===== config.mk =====
export PLATFORM = sky130hd
export DESIGN_NAME = cxfer_meter
export DESIGN_NICKNAME = d
export VERILOG_FILES = /design/src/rtl/cxm_pkg.sv /design/src/rtl/cxm_phase_gen.sv /design/src/rtl/cxm_cycle_cnt.sv /design/src/rtl/cxm_ctrl.sv /design/src/rtl/cxfer_meter.sv
export SDC_FILE = /design/constraint.sdc
export NUM_CORES = 1
export LEC_CHECK = 0
export BUFFER_PORTS_ARGS = -buffer_cell sky130_fd_sc_hd__buf_2
export CELL_PAD_IN_SITES_DETAIL_PLACEMENT = 0
export CELL_PAD_IN_SITES_GLOBAL_PLACEMENT = 1
export CORE_MARGIN = 3
export CORE_UTILIZATION = 30
export CTS_CLUSTER_SIZE = 25
export DETAILED_ROUTE_END_ITERATION = 6
export PLACE_DENSITY_LB_ADDON = 0.05
export RECOVER_POWER = 25
export SYNTH_ARGS = -nofsm -noshare
export SYNTH_HDL_FRONTEND = slang
export SYNTH_SLANG_ARGS = --single-unit

===== constraint.sdc =====
create_clock -name clk -period 3.8 [get_ports clk]
set_clock_uncertainty 0.15 [all_clocks]
set_input_delay 0.76 -clock clk [delete_from_list [all_inputs] [get_ports clk]]
set_output_delay 0.76 -clock clk [all_outputs]
set_load 0.02 [all_outputs]

===== src/rtl/cxm_pkg.sv =====
package cxm_pkg;
  typedef enum logic [1:0] {ST_IDLE, ST_RUN, ST_DRAIN} cxm_state_e;

  function automatic logic [31:0] clamp_period(logic [31:0] p);
    return (p < 32'd2) ? 32'd2 : p;
  endfunction

  function automatic logic phase_charge(logic [31:0] ph, logic [31:0] h);
    return ph < h;
  endfunction

  function automatic logic phase_xfer(logic [31:0] ph, logic [31:0] h,
                                      logic [31:0] d, logic [31:0] p);
    return (ph >= h + d) && (ph + d < p);
  endfunction

  function automatic logic [31:0] phase_step(logic [31:0] ph, logic [31:0] p);
    return (ph + 32'd1 >= p) ? 32'd0 : ph + 32'd1;
  endfunction
endpackage


===== src/rtl/cxm_phase_gen.sv =====
module cxm_phase_gen import cxm_pkg::*; #(
  parameter int CW = 8
) (
  input  logic          clk,
  input  logic          rst_n,
  input  logic          load_i,
  input  logic          run_i,
  input  logic [CW-1:0] period_i,
  input  logic [CW-1:0] high_i,
  input  logic [CW-1:0] dead_i,
  output logic          chg_o,
  output logic          xfer_o,
  output logic          cyc_start_o
);
  localparam int PW = CW + 1;

  logic [PW-1:0] per_q;
  logic [CW-1:0] high_q, dead_q, phase_q;

  always_ff @(posedge clk) begin
    if (!rst_n) begin
      per_q   <= PW'(2);
      high_q  <= '0;
      dead_q  <= '0;
      phase_q <= '0;
    end else if (load_i) begin
      per_q   <= PW'(clamp_period(32'(period_i)));
      high_q  <= high_i;
      dead_q  <= dead_i;
      phase_q <= '0;
    end else if (run_i) begin
      phase_q <= CW'(phase_step(32'(phase_q), 32'(per_q)));
    end
  end

  assign chg_o       = run_i && phase_charge(32'(phase_q), 32'(high_q));
  assign xfer_o      = run_i && phase_xfer(32'(phase_q), 32'(high_q),
                                           32'(dead_q), 32'(per_q));
  assign cyc_start_o = run_i && (phase_q == '0);

  assert_no_overlap_R3: assert property (@(posedge clk) disable iff (!rst_n)
    !(chg_o && xfer_o));
  assert_phase_range_R2: assert property (@(posedge clk) disable iff (!rst_n)
    run_i |-> (PW'(phase_q) < per_q));
endmodule


===== src/rtl/cxm_cycle_cnt.sv =====
module cxm_cycle_cnt #(
  parameter int NW = 16
) (
  input  logic          clk,
  input  logic          rst_n,
  input  logic          clr_i,
  input  logic          inc_i,
  output logic [NW-1:0] cnt_o,
  output logic          ovf_o
);
  localparam logic [NW-1:0] CMAX = '1;

  always_ff @(posedge clk) begin
    if (!rst_n || clr_i) begin
      cnt_o <= '0;
      ovf_o <= 1'b0;
    end else if (inc_i) begin
      if (cnt_o == CMAX) ovf_o <= 1'b1;
      else               cnt_o <= cnt_o + 1'b1;
    end
  end

  assert_no_overflow_R7: assert property (@(posedge clk) disable iff (!rst_n)
    (cnt_o == CMAX && !clr_i) |=> (cnt_o == CMAX));
  assert_hold_count_R6: assert property (@(posedge clk) disable iff (!rst_n)
    (!inc_i && !clr_i) |=> $stable(cnt_o) && $stable(ovf_o));
endmodule


===== src/rtl/cxm_ctrl.sv =====
module cxm_ctrl import cxm_pkg::*; (
  input  logic clk,
  input  logic rst_n,
  input  logic start_i,
  input  logic kill_i,
  input  logic drain_clr_i,
  output logic load_o,
  output logic run_o,
  output logic irq_o,
  output logic drain_o
);
  cxm_state_e st_q;

  assign load_o  = (st_q == ST_IDLE) && start_i;
  assign run_o   = (st_q == ST_RUN);
  assign drain_o = (st_q == ST_DRAIN);

  always_ff @(posedge clk) begin
    if (!rst_n) begin
      st_q  <= ST_IDLE;
      irq_o <= 1'b0;
    end else begin
      irq_o <= 1'b0;
      unique case (st_q)
        ST_IDLE:  if (start_i) st_q <= ST_RUN;
        ST_RUN:   if (kill_i) begin
                    st_q  <= ST_DRAIN;
                    irq_o <= 1'b1;
                  end
        ST_DRAIN: if (drain_clr_i) st_q <= ST_IDLE;
        default:  st_q <= ST_IDLE;
      endcase
    end
  end

  assert_irq_pulse_R5: assert property (@(posedge clk) disable iff (!rst_n)
    irq_o |=> !irq_o);
  assert_irq_on_stop_R5: assert property (@(posedge clk) disable iff (!rst_n)
    (run_o && kill_i) |=> (irq_o && drain_o));
  assert_drain_hold_R8: assert property (@(posedge clk) disable iff (!rst_n)
    (drain_o && !drain_clr_i) |=> drain_o);
  assert_start_ignored_R9: assert property (@(posedge clk) disable iff (!rst_n)
    (run_o && !kill_i && start_i) |=> run_o);
endmodule


===== src/rtl/cxfer_meter.sv =====
module cxfer_meter import cxm_pkg::*; #(
  parameter int CW = 8,
  parameter int NW = 16
) (
  input  logic          clk,
  input  logic          rst_n,
  input  logic          start_i,
  input  logic [CW-1:0] period_i,
  input  logic [CW-1:0] high_i,
  input  logic [CW-1:0] dead_i,
  input  logic          cmp_i,
  input  logic          drain_clr_i,
  output logic          chg_o,
  output logic          xfer_o,
  output logic          irq_o,
  output logic          drain_o,
  output logic [NW-1:0] count_o,
  output logic          ovf_o
);
  logic load_w, run_w, kill_w, cyc_start_w;

  assign kill_w = cmp_i && xfer_o;

  cxm_ctrl u_ctrl (
    .clk, .rst_n, .start_i, .kill_i(kill_w), .drain_clr_i,
    .load_o(load_w), .run_o(run_w), .irq_o, .drain_o
  );

  cxm_phase_gen #(.CW(CW)) u_phase (
    .clk, .rst_n, .load_i(load_w), .run_i(run_w),
    .period_i, .high_i, .dead_i,
    .chg_o, .xfer_o, .cyc_start_o(cyc_start_w)
  );

  cxm_cycle_cnt #(.NW(NW)) u_cnt (
    .clk, .rst_n, .clr_i(load_w), .inc_i(cyc_start_w),
    .cnt_o(count_o), .ovf_o
  );

  assert_quiet_after_stop_R4: assert property (@(posedge clk) disable iff (!rst_n)
    kill_w |=> (!chg_o && !xfer_o));
  assert_quiet_when_drain_R4: assert property (@(posedge clk) disable iff (!rst_n)
    drain_o |-> (!chg_o && !xfer_o));
endmodule


==> results.json, run 1 <==
{
  "worst_pin_slew_ns": 0.9742,
  "crit_arrival_ns": 2.88,
  "vias": 3023,
  "rsz0062_at_grt": "yes",
  "row_count": 38,
  "root_buffer": "clkbuf_16",
  "ys.flop_type": "dfxtp_1",
  "crit_slowest_cell": "dfxtp_1",
  "diodes": 0,
  "tns_ns": 0,
  "die_w_um": 113.8,
  "grt_max_degree": 32,
  "place_congestion": 0.7996,
  "fin_ws_ns": 0.007322,
  "initial_utilization_pct": 31.49,
  "pre_cts_slack_ns": 0.1119,
  "cts_hold_buffers": 0,
  "drt-total-wl_um": 9652,
  "grt_overflow": 0,
  "yosysWarningCount": 0,
  "grt_pass1_vias": 3026,
  "core_um2": 11080,
  "yosysTopAreaCell": "dfxtp_1",
  "drt.antenna.violating_nets": 0,
  "ys_types": 52,
  "drv_slew": 0,
  "synth.most_common_cell": "dfxtp_1",
  "synth_edf_count": 0,
  "powerDensity_nw_per_um2": 310.1,
  "ys_top_cells_by_count": "52 x dfxtp_1, 49 x ha_1, 43 x nand2_1",
  "critical_path.most_common_cell": "ha_1",
  "syn-num-nets": 485,
  "die_h_um": 113.8,
  "dr.first_iter.drc_count": 134,
  "cts_tree": "done",
  "port_buffers": 49,
  "status": "completed",
  "setup_viol": 0,
  "crit_required_ns": 2.89,
  "synth_seq_cells": 52,
  "crit_fanout": 4,
  "ir_drop_mv": 0.1490,
  "synth_cells": 405,
  "syn_area_per_cell_um2": 8.613,
  "post_drt_wl_per_cell_um": 15.88,
  "layout_min_cycle_time_ns": 3.793,
  "power.leakage_uw": 0.001837,
  "drt_drc_violations_left": 0,
  "numCtsBuffers": 5,
  "critPathBufInv": 1,
  "hold_violations": 0,
  "yosysTopAreaCellShare_pct": 29.84,
  "dp_hpwl_um": 7297,
  "fmax_ghz": 0.2637,
  "die_area_um2": 12960,
  "area_delta_synth_final_pct": 21.56,
  "min_path_type": "reg2reg",
  "ys_top_cells_by_area": "dfxtp_1 30%, ha_1 18%, nand2_1 4.6%",
  "firstDrtPassIters": 4,
  "path_delay_family": "compound AO/OA/AOI/OAI gates",
  "critPathKind": "reg2out",
  "viasPerCell": 4.972,
  "clk_path_buf_depth": 2,
  "end_kind": "output port",
  "grt_pass1_wl_um": 15730,
  "async_flop_share_pct": 0,
  "clk_pin_slew_ns": 0.07,
  "slowest_delay_ns": 0.41,
  "clk_latency_ns": 0.30,
  "max-slew-margin-rel_pct": 34.55,
  "ys_seq_area_share_pct": 29.84,
  "maxCapViolCount": 0,
  "gr-usage-all-layers_pct": 15.30,
  "antenna_found_initial": 0,
  "boundaryPins": 50,
  "start_kind": "register",
  "path_cells": "ha_1 > o21ai_2 > a21oi_2 > o41ai_2 > xnor2_1 > ha_1 > a22oi_1 > nand3_1 > nor3_2 > nand3_2 > nor2_2 > buf_4",
  "cts_max_level": 2,
  "cts.sink_count": 52,
  "fin_crit_sh_pct": 99.81,
  "nets": 547,
  "drive_gt1_share_pct": 20.94,
  "syn_area_um2": 3488
}
## what timing repair did
action                                  in CTS  in global routing
gates resized for setup                     30                  6
endpoints found under the setup margin       1                  1
setup buffers                                2                  0
cloned                                       0                  0
pin swaps                                   17                  1
## metrics by stage
stage	hold slack [ns]	power (µW)	util, %	area, µm²	instances
finish	0.3423	1315	38.28	4240	608
global route	0.3932	1398	38.28	4240	608
CTS	0.3355	1336	38.15	4227	608
detailed placement	0.3031	849.1	35.69	3954	598
global placement	0.3071	849.6	35.69	3954	598
floorplan	0.2928	766.1	-	3488	405
## sequential cells by signal, indices dropped and copies added, names as in the netlist
| name | count |
|---|---|
| u_ctrl.irq_o | 1 |
| u_cnt.ovf_o | 1 |
| u_phase.per_q | 8 |
| u_ctrl.st_q | 2 |
| u_phase.dead_q | 8 |
| u_cnt.cnt_o | 16 |
| u_phase.phase_q | 8 |
| u_phase.high_q | 8 |
## area by class of cell
| type | count | area (µm²) |
|---|---|---|
| inverters | 27 | 101.3 |
| fillers | 1169 | 6838 |
| clock buffers | 6 | 128.9 |
| clock inverters | 2 | 16.27 |
| flip-flops and latches | 52 | 1050 |
| multi-input cells | 316 | 2414 |
| well taps | 140 | 175.2 |
| repair buffers | 65 | 355.3 |
## worst reg2reg max path: cells and delay by family (launching register included)
kind / cells / cell delay (ns)
AOI/OAI and AO/OA: 5 / 1.05
xor gates and xnor gates: 1 / 0.12
adders and majority gates: 2 / 0.65
buffers and inverters: 1 / 0.16
DFF: 1 / 0.41
and+or+nand+nor: 3 / 0.38
## layout by cell type (no fill, tap or decap), drive strengths merged, types with 2 or more instances in the layout
master and count:
dfxtp 52, buf 52, ha 49, nand2 43, nor2 35, o21ai 32, inv 27, a21oi 20
clkbuf 19, xor2 13, xnor2 12, nand3 11, nor3 10, o211ai 9, nand4 8, a22o 8
nand2b 6, and3 6, o21a 4, nor2b 4, a21o 4, or4 4, a32o 4, o41ai 4
or3 3, o2111ai 3, or2 2, o21bai 2, o31a 2, nor3b 2, mux2i 2, fa 2
## logic make-up after synthesis
kind of cell,Yosys count,share of synthesized area [%]
AO/OA/AOI/OAI,98,19.73
XOR/XNOR,25,6.277
adder cells (fa/ha/maj),51,18.72
buffers and inverters,37,5.093
flip-flops,52,29.84
multiplexers,2,0.5739
AND/OR/NAND/NOR,140,19.76
## worst paths after layout
check,start,depth (start not counted),to,slack [ns]
max reg2reg,u_phase.dead_q[3]$_SDFFE_PN0P_,12,u_ctrl.st_q[1]$_SDFFE_PN0P_,0.78
max,u_phase.dead_q[3]$_SDFFE_PN0P_,12,xfer_o,0.007
min,u_cnt.ovf_o$_SDFFE_PP0P_,2,u_cnt.ovf_o$_SDFFE_PP0P_,0.34
min reg2reg,u_cnt.ovf_o$_SDFFE_PP0P_,2,u_cnt.ovf_o$_SDFFE_PP0P_,0.34
## metal layers
| metal | part of all wire [%] | wire (µm) | global-route usage (%) |
|---|---|---|---|
| met5 | 0 | 0 | 0 |
| met4 | 2.1 | 201 | 4.592 |
| met2 | 44 | 4253 | 24.07 |
| met1 | 51 | 4877 | 21.27 |
| met3 | 3.3 | 320 | 2.971 |
## report_power, final
| part | switching (µW) | internal (µW) |
|---|---|---|
| combinational | 155 | 111 |
| clock | 217 | 246 |
| sequential | 19.2 | 567 |
Power figures use the tool's default switching activity.
==> run 2, diff against run 1 <==
==> constraint.sdc (replaced) <==
create_clock -name clk -period 4.6 [get_ports clk]
set_clock_uncertainty 0.15 [all_clocks]
set_input_delay 0.92 -clock clk [delete_from_list [all_inputs] [get_ports clk]]
set_output_delay 0.92 -clock clk [all_outputs]
set_load 0.02 [all_outputs]
==> run 2 against run 1 <==
Die area unchanged. Routed wire length down 6.1%. Power down 20%. Non-clock buffer count down 9. Largest power group unchanged.
==> results.json, run 2 (synthesis gave the netlist of run 1 again) <==
{
  "die_h_um": 113.8,
  "holdPathStages": 2,
  "grt_max_degree": 32,
  "fmax_ghz": 0.2345,
  "critPathKind": "reg2out",
  "drv_slew": 0,
  "vias": 2960,
  "numCtsBuffers": 5,
  "grt_pass1_wl_um": 15120,
  "maxCapViolCount": 0,
  "r2r-start": "u_phase.phase_q[1]$_SDFFE_PP0P_",
  "place_congestion": 0.8281,
  "slowest_delay_ns": 0.49,
  "power.leakage_uw": 0.001756,
  "firstDrtPassIters": 4,
  "viasPerCell": 4.950,
  "status": "completed",
  "hold_violations": 0,
  "powerDensity_nw_per_um2": 261.3,
  "root_buffer": "clkbuf_16",
  "drt-total-wl_um": 9059,
  "die_area_um2": 12960,
  "final_cell_mix": "50 x dfxtp_1, 49 x ha_1, 43 x nand2_1",
  "boundaryPins": 50,
  "path_cells": "inv_1 > fa_1 > nand2b_1 > a21oi_2 > o21a_1 > nor2_1 > xnor2_1 > ha_1 > nand4_1 > o21ai_0 > nor3_1 > nand3_1 > nor2_1 > buf_2",
  "dr.first_iter.drc_count": 145,
  "rsz0062_at_grt": "no",
  "startpoint": "u_phase.phase_q[1]$_SDFFE_PP0P_",
  "min_path_type": "reg2reg",
  "drive_gt1_share_pct": 14.85,
  "row_count": 38,
  "ir_drop_mv": 0.1190,
  "crit_arrival_ns": 3.19,
  "crit_slowest_cell": "dfxtp_1",
  "grt_overflow": 0,
  "largest_reg_flops": 16,
  "endpoint": "xfer_o",
  "r2r_cells": 14,
  "grt_pass1_vias": 2905,
  "end_kind": "output port",
  "layout_min_cycle_time_ns": 4.264,
  "drt.antenna.violating_nets": 0,
  "die_w_um": 113.8,
  "hold_ws_ns": 0.3249,
  "core_um2": 11080,
  "nFillCells": 1187,
  "max-slew-margin-rel_pct": 33.91,
  "reg2reg_slack_ns": 1.32,
  "design_area_um2": 4019,
  "post_drt_wl_per_cell_um": 15.15,
  "clk_latency_ns": 0.29,
  "cts.sink_count": 52,
  "critical_path.most_common_cell": "nor2_1",
  "final_common_cell": "dfxtp_1",
  "dp_hpwl_um": 7078,
  "antenna_found_initial": 0,
  "cts_tree": "done",
  "crit_fanout": 8,
  "initial_utilization_pct": 31.49,
  "r2r-end": "u_ctrl.st_q[0]$_SDFFE_PN0P_",
  "hold_start": "u_cnt.ovf_o$_SDFFE_PP0P_",
  "fin_crit_sh_pct": 92.71,
  "clk_path_buf_depth": 2,
  "place_area_um2": 3886,
  "clk_pin_slew_ns": 0.07,
  "tns_ns": 0,
  "area_delta_synth_final_pct": 15.21,
  "crit_required_ns": 3.53,
  "port_buffers": 49,
  "diodes": 0,
  "setup_viol": 0,
  "cts_max_level": 2,
  "worst_pin_slew_ns": 0.9838,
  "cts_hold_buffers": 0,
  "nets": 538,
  "gr-usage-all-layers_pct": 14.56,
  "start_kind": "register",
  "drt_drc_violations_left": 0,
  "top_register": "u_cnt.cnt_o"
}
-- run 2: cell count changes in the layout (fill, tap and decap cells not counted), moves of 3 or more --
cell     delta
a21oi_1     +3
dfxtp_2     -3
dfxtp_1     +3
ha_1        +4
o21ai_1     -3
o21ai_0     +5
buf_4       -9
ha_4        -4
-- run 2: final cells by class --
class	count	area [µm²]	share of cell area, %
timing repair buffer	56	281.5	7.005
clock buffer	5	125.1	3.113
clock inverter	2	12.51	0.3113
inverter	27	101.3	2.522
multi-input combinational	316	2277	56.66
sequential	52	1046	26.03
tap	140	175.2	4.359
-- run 2: timing repair --
| action | CTS | global route |
|---|---|---|
| endpoints found under the setup margin | 0 | 1 |
| setup buffers | 0 | 1 |
| gates resized for setup | 0 | 4 |
-- run 2: how the worst min path moves through the flow --
| stage | endpoint | slack (ns) |
|---|---|---|
| 6_report | u_cnt.ovf_o$_SDFFE_PP0P_ | 0.32 |
| 3_3_place_gp | u_cnt.ovf_o$_SDFFE_PP0P_ | 0.31 |
| 4_1_cts | u_cnt.ovf_o$_SDFFE_PP0P_ | 0.33 |
| 3_5_place_dp | u_cnt.ovf_o$_SDFFE_PP0P_ | 0.32 |
| 2_1_floorplan | u_phase.per_q[0]$_SDFFE_PN0P_ | 0.29 |
| 5_1_grt | u_cnt.cnt_o[13]$_SDFFE_PP0P_ | 0.36 |
-- run 2: worst max-delay path: cells and delay by family, from the launching register on --
family / cells / cell delay, ns
buffers and inverters: 2 / 0.31
AO/OA/AOI/OAI: 3 / 0.40
flip-flops: 1 / 0.49
XOR/XNOR: 1 / 0.12
adder cells (fa/ha/maj): 2 / 0.76
AND/OR/NAND/NOR: 6 / 0.81
-- run 2: layer usage --
metal / part of all wire [%] / global-route usage [%] / vias up
met5: 0 / 0 / -
met4: 0.83 / 2.850 / 0
met3: 3.5 / 3.183 / 7
met2: 45 / 22.69 / 49
met1: 50 / 20.82 / 1346
li1: - / - / 1558
-- run 2: stage by stage --
| stage | utilization, % | setup slack (ns) | std cells | power [µW] |
|---|---|---|---|---|
| CTS | 36.32 | 0.1253 | 597 | 1070 |
| floorplan | - | 0.7736 | 405 | 632.8 |
| global route | 36.28 | 0.002229 | 598 | 1121 |
| detailed placement | 35.08 | 0.4876 | 590 | 695.0 |
| global placement | 35.08 | 0.5639 | 590 | 695.3 |
| finish | 36.28 | 0.3355 | 598 | 1050 |
-- run 2: report_power, final --
group	internal, µW	switching, µW
sequential	469	16.1
combinational	81.0	117
clock	198	169
